**config.mk**
```make
export PLATFORM = sky130hd
export DESIGN_NAME = grp_det
export DESIGN_NICKNAME = d
export VERILOG_FILES = /design/src/rtl/grp_det_pkg.sv /design/src/rtl/grp_det_step.sv /design/src/rtl/grp_det_codec.sv /design/src/rtl/grp_det.sv
export SDC_FILE = /design/constraint.sdc
export NUM_CORES = 1
export LEC_CHECK = 0
export ABC_AREA = 1
export CELL_PAD_IN_SITES_DETAIL_PLACEMENT = 1
export CELL_PAD_IN_SITES_GLOBAL_PLACEMENT = 1
export CORE_AREA = 2 2 39 41
export CTS_BUF_LIST = sky130_fd_sc_hd__clkbuf_8
export CTS_CLUSTER_SIZE = 14
export DETAILED_ROUTE_END_ITERATION = 6
export DIE_AREA = 0 0 41 43
export MAX_ROUTING_LAYER = met4
export PLACE_DENSITY_LB_ADDON = 0.12
export SETUP_SLACK_MARGIN = 0.5
export SLEW_MARGIN = 15
export SYNTH_ARGS = -nofsm -noshare
export SYNTH_HDL_FRONTEND = slang
export SYNTH_SLANG_ARGS = --single-unit
```
**constraint.sdc**
```tcl
create_clock -name clk -period 1.57 [get_ports clk]
set_clock_uncertainty 0.2 [all_clocks]
set_input_delay 0.3925 -clock clk [delete_from_list [all_inputs] [get_ports clk]]
set_output_delay 0.3925 -clock clk [all_outputs]
set_load 0.005 [all_outputs]
```
**src/rtl/grp_det_pkg.sv**
```systemverilog
package grp_det_pkg;

  localparam int unsigned GRP_NST = 7;

  typedef enum logic [2:0] {
    GS_IDLE  = 3'd0,
    GS_HEAD0 = 3'd1,
    GS_HEAD1 = 3'd2,
    GS_LIVE2 = 3'd3,
    GS_DEAD2 = 3'd4,
    GS_LIVE3 = 3'd5,
    GS_DEAD3 = 3'd6
  } grp_st_e;

endpackage

```
**src/rtl/grp_det_step.sv**
```systemverilog
module grp_det_step
  import grp_det_pkg::*;
(
  input  grp_st_e cur,
  input  logic    cur_ok,
  input  logic    x,
  output grp_st_e nxt,
  output logic    match
);

  always_comb begin
    nxt   = GS_IDLE;
    match = 1'b0;
    if (cur_ok) begin
      unique case (cur)
        GS_IDLE:  nxt = x ? GS_HEAD1 : GS_HEAD0;
        GS_HEAD0: nxt = x ? GS_LIVE2 : GS_DEAD2;
        GS_HEAD1: nxt = x ? GS_DEAD2 : GS_LIVE2;
        GS_LIVE2: nxt = x ? GS_DEAD3 : GS_LIVE3;
        GS_DEAD2: nxt = GS_DEAD3;
        GS_LIVE3: begin
          nxt   = GS_IDLE;
          match = x;
        end
        default:  nxt = GS_IDLE;
      endcase
    end
  end

endmodule

```
**src/rtl/grp_det_codec.sv**
```systemverilog
module grp_det_codec
  import grp_det_pkg::*;
#(
  parameter bit          ONE_HOT = 1'b0,
  parameter int unsigned SW      = 3
) (
  input  logic [SW-1:0] code,
  output grp_st_e       st,
  output logic          ok,
  input  grp_st_e       nst,
  output logic [SW-1:0] ncode
);

  generate
    if (ONE_HOT) begin : g_onehot
      always_comb begin
        st = GS_IDLE;
        for (int i = 0; i < int'(GRP_NST); i++) begin
          if (code[i]) st = grp_st_e'(3'(i));
        end
        ok    = ($countones(code) == 1);
        ncode = SW'(1) << nst;
      end
    end else begin : g_binary
      always_comb begin
        st    = grp_st_e'(code);
        ok    = (code < SW'(GRP_NST));
        ncode = SW'(nst);
      end
    end
  endgenerate

endmodule

```
**src/rtl/grp_det.sv**
```systemverilog
module grp_det
  import grp_det_pkg::*;
#(
  parameter bit ONE_HOT = 1'b0
) (
  input  logic clk,
  input  logic rst,
  input  logic bit_vld,
  input  logic bit_in,
  output logic hit
);

  localparam int unsigned SW = ONE_HOT ? GRP_NST : $clog2(GRP_NST);
  localparam logic [SW-1:0] RST_CODE = ONE_HOT ? SW'(1) : SW'(0);

  logic [SW-1:0] st_q;
  logic [SW-1:0] st_d;
  grp_st_e       cur_st;
  grp_st_e       nxt_st;
  logic          cur_ok;
  logic          step_match;

  grp_det_codec #(.ONE_HOT(ONE_HOT), .SW(SW)) u_codec (
    .code  (st_q),
    .st    (cur_st),
    .ok    (cur_ok),
    .nst   (nxt_st),
    .ncode (st_d)
  );

  grp_det_step u_step (
    .cur    (cur_st),
    .cur_ok (cur_ok),
    .x      (bit_in),
    .nxt    (nxt_st),
    .match  (step_match)
  );

  always_ff @(posedge clk) begin
    if (rst)          st_q <= RST_CODE;
    else if (bit_vld) st_q <= st_d;
  end

  assign hit = bit_vld & step_match;

endmodule

```
==> results <==
## path summary, 6_finish.rpt
check	end	from	cells past startpoint	slack (ns)
min	st_q[1]	st_q[1]	3	0.45
max reg2reg	st_q[0]	st_q[1]	9	0.15
max	hit	bit_in	7	0.03
min reg2reg	st_q[1]	st_q[1]	3	0.45
## layout by cell type, fill, tap and decap left out, types with 2 or more instances in the layout
master    synthesis  routed
dfxtp_1           3       2
buf_6             0       3
o21ai_1           3       2
buf_4             0      12
clkbuf_8          0       3
nor2_4            0       2
a21oi_2           1       2
nand2_1          10       9
nor2_1            4       3
inv_1             8       7
## layout make-up
type / instances / area (sq um)
Clock buffer: 3 / 41.3
Fill cell: 183 / 928
Sequential cell: 3 / 61.3
Timing Repair Buffer: 18 / 148
Multi-Input combinational cell: 24 / 139
Tap cell: 16 / 20.0
Clock inverter: 1 / 3.75
Inverter: 8 / 42.5
## per-stage QoR
step	area, sq um	hold slack, ns	worst slack, ns
after floorplan	219	0.255	0.301
after global placement	354	0.429	-0.807
after detailed placement	354	0.434	-0.828
after CTS	454	0.468	0.0390
after global routing	455	0.473	-0.0267
final	455	0.450	0.0303
## per-layer routing
metal  wire [um]  share of wire, %  vias up
li1            -                 -      148
met1         280                40      128
met2         374                54        5
met3          24               3.5        2
met4          16               2.3        0
met5           0                 0        -
## kinds of logic (layout without fill, tap and decap cells)
family / Yosys count / after routing / share of synthesized area, %
buffers and inverters: 8 / 30 / 14.9
flip-flops: 3 / 3 / 29.8
AND/OR/NAND/NOR: 18 / 18 / 38.5
AO/OA/AOI/OAI: 6 / 6 / 16.8
## worst reg2reg max path: cells and delay by family, from the launching register on
kind / cells / cell delay, ns
simple gates: 4 / 0.32
flops: 1 / 0.32
buf+inv: 5 / 0.52
## power groups by stage
stage	Clock, uW	Sequential [uW]	Combinational [uW]
finish	216	89.3	98.6
global route	228	90.0	111
CTS	225	88.6	100
detailed placement	0	89.3	82.2
global placement	0	89.2	81.6
floorplan	0	92.0	34.7
## what timing repair did
action,CTS,global route
setup endpoints to repair,4,4
gates resized for setup,19,1
setup buffers,4,0
hold buffers,0,0
pin swaps,6,4
==> results.json <==
{
  "status": "finished, final reports clean",
  "peakVddDrop_mv": 0.507,
  "postLayoutCoreUtil_pct": 32.9,
  "setup_viol": 0,
  "rows": 14,
  "p_sw_uw": 101,
  "largest-register": "st_q",
  "maxSlewHeadroom_pct": 91.1,
  "ys_seq_elements": 3,
  "worstSetupEndpointType": "output port",
  "ys_top_cells_by_count": "nand2_1 (10), inv_1 (8), nor2_1 (4)",
  "first_pass_iters": 1,
  "startpoint_type": "primary input",
  "die_h_um": 43,
  "largest_register_ffs": 3,
  "combPwrFrac_pct": 24.4,
  "final_cells": 73,
  "worst_slew_pin_slew_ns": 0.132,
  "grt_usage_pct": 11.6,
  "start_util_pct": 14.6,
  "globalRouteMet2Util_pct": 16.6,
  "grt_pass1_vias": 329,
  "diodes": 0,
  "synth_edf_count": 0,
  "max_freq_mhz": 649,
  "crit_slowest_cell": "buf_6",
  "clock-root-buffer": "clkbuf_8",
  "synth_most_common_cell": "nand2_1",
  "top_regs": "st_q (3)",
  "synthFlopType": "dfxtp_1",
  "clock_power_share_pct": 53.5,
  "slew_violations": 0,
  "cellLeakagePower_uw": 0.000224,
  "layout-drive-gt1-share_pct": 52.6,
  "use_met3_pct": 1.57,
  "hold_viol": 0,
  "path_common_cell": "buf_6",
  "cts_tree": "yes",
  "viasPerCell": 3.88,
  "clkTransAtPathRegs_ns": 0.03,
  "h-tree-depth": 1,
  "drt-initial-drc-count": 0,
  "rsz0062_at_grt": "true",
  "cp.required_ns": 0.98,
  "syn2layout_area_growth_pct": 126,
  "drc": 0,
  "slowest_delay_ns": 0.11,
  "overflow": 0,
  "crit_buf_inv": 4,
  "antenna_found_initial": 0,
  "synthArstFlopShare_pct": 0,
  "netlist_instances": 35,
  "ys_warn_count": 0,
  "grt_max_degree": 6,
  "dpl.hpwl_um": 525,
  "synth_area_leader_cell": "dfxtp_1",
  "critical-path-top-delay-family": "buffers and inverters",
  "crit_arrival_ns": 0.95,
  "syn-cell-area_sq_um": 201,
  "nets": 62,
  "die_w_um": 41,
  "cts_max_path_buffers": 2,
  "cts_inserted_buffers": 3,
  "clkLatencyLatePin_ns": 0.22,
  "dp_cells": 65,
  "post_drt_wl_per_cell_um": 9.52,
  "io_buffer_count": 4,
  "final.setup.tns_ns": 0,
  "postRouteAntennaNets": 0,
  "grt_util_met1_pct": 13.4,
  "synth.distinct_cells": 10,
  "p_int_uw": 303,
  "synth_top_area_share_pct": 29.8,
  "crit_type": "in2out",
  "cap_violations": 0,
  "dieArea_sq_um": 1760,
  "num_vias": 283,
  "grt_pass1_wl_mm": 1.31,
  "synth-seq-area-share_pct": 29.8,
  "hold_class": "reg2reg",
  "io_pins": 5,
  "finalCritPeriodShare_pct": 98.1,
  "seq_power_share_pct": 22.1,
  "worstPathMaxFanout": 2,
  "swShare_pct": 25.1,
  "synthesis.nets": 39,
  "synthTopCellsByArea": "dfxtp_1 (30%), nand2_1 (19%), inv_1 (15%)",
  "routed_wl_um": 695,
  "syn_avg_cell_area_sq_um": 5.76,
  "grt_busiest_layer": "met2",
  "cellPowerDensity_nw_per_um2": 887,
  "period_minus_slack_ns": 1.54,
  "crit_path_cell_trace": "buf_6, buf_6, inv_12, nor2_4, nand2_2, nor2_1, buf_2",
  "gp_congestion": 0.763,
  "clock_sinks": 3,
  "core-area_sq_um": 1380,
  "power.total_uw": 404
}
Power figures use the tool's default switching activity.
